$ cat src/rtl/dac_seg_pkg.sv
package dac_seg_pkg;
    localparam int DEF_MSB_W = 6;
    localparam int DEF_LSB_W = 6;
    localparam int PIPE_DEPTH = 3;
endpackage

$ cat src/rtl/seg_msb_predecode.sv
module seg_msb_predecode #(
    parameter  int MSB_W = 6,
    localparam int COL_W = MSB_W / 2,
    localparam int ROW_W = MSB_W - COL_W,
    localparam int ROWS  = 1 << ROW_W,
    localparam int COLS  = 1 << COL_W
) (
    input  logic             clk_i,
    input  logic             rst_ni,
    input  logic [MSB_W-1:0] msb_i,
    input  logic             vld_i,
    output logic [ROWS-1:0]  row_gt_o,
    output logic [ROWS-1:0]  row_eq_o,
    output logic [COLS-1:0]  col_gt_o
);
    typedef struct packed {
        logic [ROWS-1:0] row_gt;
        logic [ROWS-1:0] row_eq;
        logic [COLS-1:0] col_gt;
    } pre_t;

    pre_t pre_d, pre_q;
    int   row_val;
    int   col_val;

    always_comb begin
        pre_d   = pre_q;
        row_val = int'(msb_i[MSB_W-1 -: ROW_W]);
        col_val = int'(msb_i[COL_W-1:0]);
        if (vld_i) begin
            for (int r = 0; r < ROWS; r++) begin
                pre_d.row_gt[r] = (row_val > r);
                pre_d.row_eq[r] = (row_val == r);
            end
            for (int c = 0; c < COLS; c++) begin
                pre_d.col_gt[c] = (col_val > c);
            end
        end
    end

    always_ff @(posedge clk_i or negedge rst_ni) begin
        if (!rst_ni) pre_q <= '0;
        else         pre_q <= pre_d;
    end

    assign row_gt_o = pre_q.row_gt;
    assign row_eq_o = pre_q.row_eq;
    assign col_gt_o = pre_q.col_gt;
endmodule

$ cat src/rtl/seg_unary_merge.sv
module seg_unary_merge #(
    parameter  int ROWS  = 8,
    parameter  int COLS  = 8,
    localparam int UNARY = ROWS * COLS - 1
) (
    input  logic             clk_i,
    input  logic             rst_ni,
    input  logic [ROWS-1:0]  row_gt_i,
    input  logic [ROWS-1:0]  row_eq_i,
    input  logic [COLS-1:0]  col_gt_i,
    input  logic             vld_i,
    output logic [UNARY-1:0] therm_o
);
    logic [UNARY-1:0] therm_d, therm_q;

    always_comb begin
        therm_d = therm_q;
        if (vld_i) begin
            for (int r = 0; r < ROWS; r++) begin
                for (int c = 0; c < COLS; c++) begin
                    if (r * COLS + c < UNARY) begin
                        therm_d[r * COLS + c] = row_gt_i[r] | (row_eq_i[r] & col_gt_i[c]);
                    end
                end
            end
        end
    end

    always_ff @(posedge clk_i or negedge rst_ni) begin
        if (!rst_ni) therm_q <= '0;
        else         therm_q <= therm_d;
    end

    assign therm_o = therm_q;
endmodule

$ cat src/rtl/seg_delay_line.sv
module seg_delay_line #(
    parameter int WIDTH  = 6,
    parameter int STAGES = 2
) (
    input  logic              clk_i,
    input  logic              rst_ni,
    input  logic [WIDTH-1:0]  dat_i,
    input  logic              vld_i,
    output logic [WIDTH-1:0]  dat_o,
    output logic [STAGES-1:0] vld_o
);
    logic [WIDTH-1:0]  dat_d [STAGES];
    logic [WIDTH-1:0]  dat_q [STAGES];
    logic [STAGES-1:0] vld_d, vld_q;

    always_comb begin
        for (int s = 0; s < STAGES; s++) begin
            dat_d[s] = dat_q[s];
        end
        vld_d[0] = vld_i;
        if (vld_i) dat_d[0] = dat_i;
        for (int s = 1; s < STAGES; s++) begin
            vld_d[s] = vld_q[s-1];
            if (vld_q[s-1]) dat_d[s] = dat_q[s-1];
        end
    end

    always_ff @(posedge clk_i or negedge rst_ni) begin
        if (!rst_ni) begin
            for (int s = 0; s < STAGES; s++) dat_q[s] <= '0;
            vld_q <= '0;
        end else begin
            for (int s = 0; s < STAGES; s++) dat_q[s] <= dat_d[s];
            vld_q <= vld_d;
        end
    end

    assign dat_o = dat_q[STAGES-1];
    assign vld_o = vld_q;
endmodule

$ cat src/rtl/dac_seg_decoder.sv
module dac_seg_decoder
    import dac_seg_pkg::*;
#(
    parameter  int MSB_W  = DEF_MSB_W,
    parameter  int LSB_W  = DEF_LSB_W,
    localparam int DATA_W = MSB_W + LSB_W,
    localparam int UNARY  = (1 << MSB_W) - 1
) (
    input  logic              clk_i,
    input  logic              rst_ni,
    input  logic [DATA_W-1:0] din_i,
    input  logic              din_vld_i,
    output logic [UNARY-1:0]  unary_o,
    output logic [LSB_W-1:0]  binary_o,
    output logic              out_vld_o
);
    localparam int COL_W  = MSB_W / 2;
    localparam int ROW_W  = MSB_W - COL_W;
    localparam int ROWS   = 1 << ROW_W;
    localparam int COLS   = 1 << COL_W;
    localparam int DLY_ST = PIPE_DEPTH - 1;

    typedef struct packed {
        logic [UNARY-1:0] unary;
        logic [LSB_W-1:0] bin;
        logic             vld;
    } out_t;

    logic [ROWS-1:0]   row_gt, row_eq;
    logic [COLS-1:0]   col_gt;
    logic [UNARY-1:0]  therm;
    logic [LSB_W-1:0]  lsb_dly;
    logic [DLY_ST-1:0] stage_vld;
    out_t              out_d, out_q;

    seg_msb_predecode #(.MSB_W(MSB_W)) u_pre (
        .clk_i    (clk_i),
        .rst_ni   (rst_ni),
        .msb_i    (din_i[DATA_W-1 -: MSB_W]),
        .vld_i    (din_vld_i),
        .row_gt_o (row_gt),
        .row_eq_o (row_eq),
        .col_gt_o (col_gt)
    );

    seg_unary_merge #(.ROWS(ROWS), .COLS(COLS)) u_merge (
        .clk_i    (clk_i),
        .rst_ni   (rst_ni),
        .row_gt_i (row_gt),
        .row_eq_i (row_eq),
        .col_gt_i (col_gt),
        .vld_i    (stage_vld[0]),
        .therm_o  (therm)
    );

    seg_delay_line #(.WIDTH(LSB_W), .STAGES(DLY_ST)) u_lsb_dly (
        .clk_i  (clk_i),
        .rst_ni (rst_ni),
        .dat_i  (din_i[LSB_W-1:0]),
        .vld_i  (din_vld_i),
        .dat_o  (lsb_dly),
        .vld_o  (stage_vld)
    );

    always_comb begin
        out_d     = out_q;
        out_d.vld = stage_vld[DLY_ST-1];
        if (stage_vld[DLY_ST-1]) begin
            out_d.unary = therm;
            out_d.bin   = lsb_dly;
        end
    end

    always_ff @(posedge clk_i or negedge rst_ni) begin
        if (!rst_ni) out_q <= '0;
        else         out_q <= out_d;
    end

    assign unary_o   = out_q.unary;
    assign binary_o  = out_q.bin;
    assign out_vld_o = out_q.vld;
endmodule

$ cat config.mk
export PLATFORM = sky130hd
export DESIGN_NAME = dac_seg_decoder
export DESIGN_NICKNAME = d
export VERILOG_FILES = /design/src/rtl/dac_seg_pkg.sv /design/src/rtl/seg_msb_predecode.sv /design/src/rtl/seg_unary_merge.sv /design/src/rtl/seg_delay_line.sv /design/src/rtl/dac_seg_decoder.sv
export SDC_FILE = /design/constraint.sdc
export NUM_CORES = 1
export LEC_CHECK = 0
export BUFFER_PORTS_ARGS = -buffer_cell sky130_fd_sc_hd__buf_2
export CAP_MARGIN = 20
export CORE_ASPECT_RATIO = 0.7
export CORE_MARGIN = 3
export CORE_UTILIZATION = 30
export DETAILED_ROUTE_END_ITERATION = 16
export GPL_TIMING_DRIVEN = 1
export PLACE_DENSITY = 0.48
export SYNTH_ARGS = -nofsm -noshare
export SYNTH_HDL_FRONTEND = slang
export SYNTH_SLANG_ARGS = --single-unit
$ cat constraint.sdc
create_clock -name clk_i -period 1.37 [get_ports clk_i]
set_input_delay 0.3425 -clock clk_i [delete_from_list [all_inputs] [get_ports clk_i]]
set_output_delay 0.3425 -clock clk_i [all_outputs]
set_load 0.01 [all_outputs]
==> flow_summary_export.csv <==
group,metric,value,unit
outcome,outcome,"complete, no violations",
placement,dpl.cell_count,879,
critical_path,critPathKind,"flop to output pin",
floorplanning,die_h,130,um
timing,fin_skew,8.76,ps
grt,grt_max_degree,50,
synth,synth_top_family_by_area,"multiplexers",
grt,grt-ovfl-total,0,
synth,synth_edf_count,0,
job,drv_cap,0,
floorplanning,dieArea,0.0237,sq mm
synth,synth_area,0.00655,sq mm
synth,synth.area.top_cells,"dfrtp_1 65%, mux2_2 13%, a21oi_1 4.3%, nor2_1 3.3%, nand2_1 3.0%",
synth,ys_seq_area_frac,0.645,
timing,max_slew_margin,0.670,
synth,synth_top_flop_cell,"dfrtp_1",
clock_tree,ctsResizeCount,0,
critical_path,crit_path_start_kind,"flop",
synth,synth_cell_types,24,
synth,avgSynthCellArea,12.2,sq um
timing,hold_viol,0,
cells_and_area,fin_util,0.378,
timing,rsz0062_at_grt,"no",
clock_tree,cts_buffer_depth,2,
synth,synthCells,537,
synth,ys_async_sr_fraction,1.00,
clock_tree,post_cts_buffers,0,
pwr,p_total,12.2,mW
pwr,clock_power_share,0.387,
critical_path,cp.arrival,990,ps
synth,synth_compound_area_frac,0.0649,
pwr,peakVddDrop,0.000765,V
clock_tree,htree_levels,4,
clock_tree,insertion_delay,420,ps
synth,synth_xor_area_frac,0,
placement,io_buffer_count,84,
cells_and_area,final_nets,638,
synth,muxShareOfSynthArea,0.157,
grt,antenna_found_initial,0,
timing,min_period,1330,ps
clock_tree,cts_tree,"built",
synth,yosys_warnings,0,
detailed_routing,drt-wirelength-per-cell,16.0,um
detailed_routing,drc_errors,0,
pwr,internal_power,9.14,mW
clock_tree,clk_pin_slew,60,ps
timing,fmax,752,MHz
cells_and_area,instances_no_fill,912,
critical_path,worstPathCellList,"buf_2",
floorplanning,initial_utilization,0.311,
detailed_routing,vias,4106,
critical_path,path_delay_family,"flip-flops",
timing,setup_viol,0,
critical_path,max_stage_delay,410,ps
synth,netlist_top_cells_count,"169 x dfrtp_1, 78 x mux2_2, 58 x nor2_1, 56 x a21oi_1, 52 x nand2_1",
detailed_routing,viasPerCell,4.50,
placement,dpl_worst_slack,151,ps
placement,hpwlAfterDp,9740,um
critical_path,critPathBufInv,1,
synth,syn-num-nets,552,
critical_path,critPathRequiredTime,1030,ps
grt,grt_pass1_wl,23700,um
clock_tree,cts_buffers,17,
detailed_routing,drt_iter0_markers,260,
floorplanning,die_x,183,um
min_path,min_path_type,"input pin to flop",
timing,maxSlewViolCount,0,
pwr,power.switching,3.11,mW
detailed_routing,wirelength,14600,um
timing,max_slew.worst_pin.slew,496,ps
clock_tree,cts_sinks,169,
synth,synth_simple_gate_area_share,0.0815,
timing,worst_slack,40.2,ps
timing,tns,0,ps
grt,first_global_vias,4271,
cells_and_area,syn_to_final_growth,21.8,%
clock_tree,clockRootBuffer,"clkbuf_16",
synth,synth_top_area_share,0.645,
cells_and_area,stdcell_area,0.00798,sq mm
cells_and_area,drive_above_1_share,0.362,
synth,synth_fa_ha_area_frac,0,
timing,hold_slack,152,ps
placement,place.gp.congestion,0.759,
detailed_routing,firstDrtPassIters,4,
pwr,power.density,1530,mW/mm^2
critical_path,critPathSlowestCell,"dfrtp_1",
pwr,swShare,0.254,
critical_path,crit_path_max_fanout,2,
critical_path,endpoint_kind,"output pin",
pwr,power_frac_seq,0.487,
synth,yosys_register_bits,169,
detailed_routing,drtAntennaViolNets,0,
floorplanning,fp-row-count,44,
grt,grtUsageTotal,0.129,
pwr,leakage,3.42,nW
pwr,power_frac_comb,0.127,
cells_and_area,num_antenna_cells,0,
floorplanning,core,0.0211,sq mm
placement,place_area,0.00739,sq mm
synth,yosysTopAreaCell,"dfrtp_1",
synth,yosysMostFrequentCell,"dfrtp_1",
timing,finalCritPeriodShare,0.971,
floorplanning,num_io_pins,85,
-- final timing paths --
| kind | end | slack (ps) | from | depth (start not counted) |
|---|---|---|---|---|
| max | unary_o[47] | 40 | unary_o[47] | 1 |
| min | u_lsb_dly.dat_q[10] | 150 | din_i[4] | 2 |
| max reg2reg | u_merge.therm_o[33] | 90 | u_lsb_dly.vld_o[0] | 3 |
| min reg2reg | unary_o[50] | 500 | unary_o[50] | 1 |
| max in group asynchronous | u_lsb_dly.vld_o[1] | 420 | rst_ni | 3 |
| min in group asynchronous | unary_o[49] | 370 | rst_ni | 2 |
-- sequential cells by signal, indices dropped and copies added, names as in the netlist --
register,cells
binary_o,6
out_vld_o,1
u_lsb_dly.dat_o,6
u_lsb_dly.dat_q,6
u_lsb_dly.vld_o,2
u_merge.therm_o,63
u_pre.col_gt_o,7
u_pre.row_eq_o,8
u_pre.row_gt_o,7
unary_o,63
-- cell usage in the layout, fill, tap and decap left out, types with 2 or more instances in the layout --
cell,instances
a21oi_1,56
buf_12,8
buf_2,83
buf_4,19
bufinv_16,2
clkbuf_1,3
clkbuf_16,17
clkbuf_8,2
clkinv_2,2
clkinv_4,2
clkinvlp_4,3
dfrtp_1,167
inv_1,24
mux2_2,78
mux2_4,10
nand2_1,52
nand2b_1,2
nand3_1,9
nor2_1,58
nor2b_1,7
o21ai_0,13
o22ai_1,7
o32ai_1,3
-- cells by family (layout without fill, tap and decap cells) --
logic type | count (synthesis) | count (layout)
simple gates | 131 | 131
buf+inv | 69 | 168
compound gates | 80 | 80
mux | 88 | 88
flops | 169 | 169
-- power by group through the flow --
stage          combinational (mW)  clock (mW)  sequential (mW)
3_5_place_dp                 1.58           0             6.06
6_report                     1.55        4.73             5.96
2_1_floorplan               0.787           0             6.06
3_3_place_gp                 1.56           0             6.04
5_1_grt                      1.73        5.08             6.05
4_1_cts                      1.59        4.84             5.97
-- what timing repair did --
action,CTS,global route
setup endpoints to repair,0,0
hold buffers,1,0
hold endpoints to repair,27,0
-- routing by layer --
layer  wire length [um]  GRT usage
met2               6130      0.183
met3                967     0.0477
met1               7330      0.186
met4                129     0.0349
met5                  0          0
-- area by class of cell --
| type | instances | area [sq um] |
|---|---|---|
| clock buffers | 22 | 464 |
| clock inverters | 10 | 119 |
| fillers | 2097 | 13100 |
| inverters | 24 | 90.1 |
| multi-input cells | 299 | 1990 |
| flip-flops and latches | 169 | 4230 |
| well taps | 276 | 345 |
| repair buffers | 112 | 739 |
(Power assumes the default switching activity.)
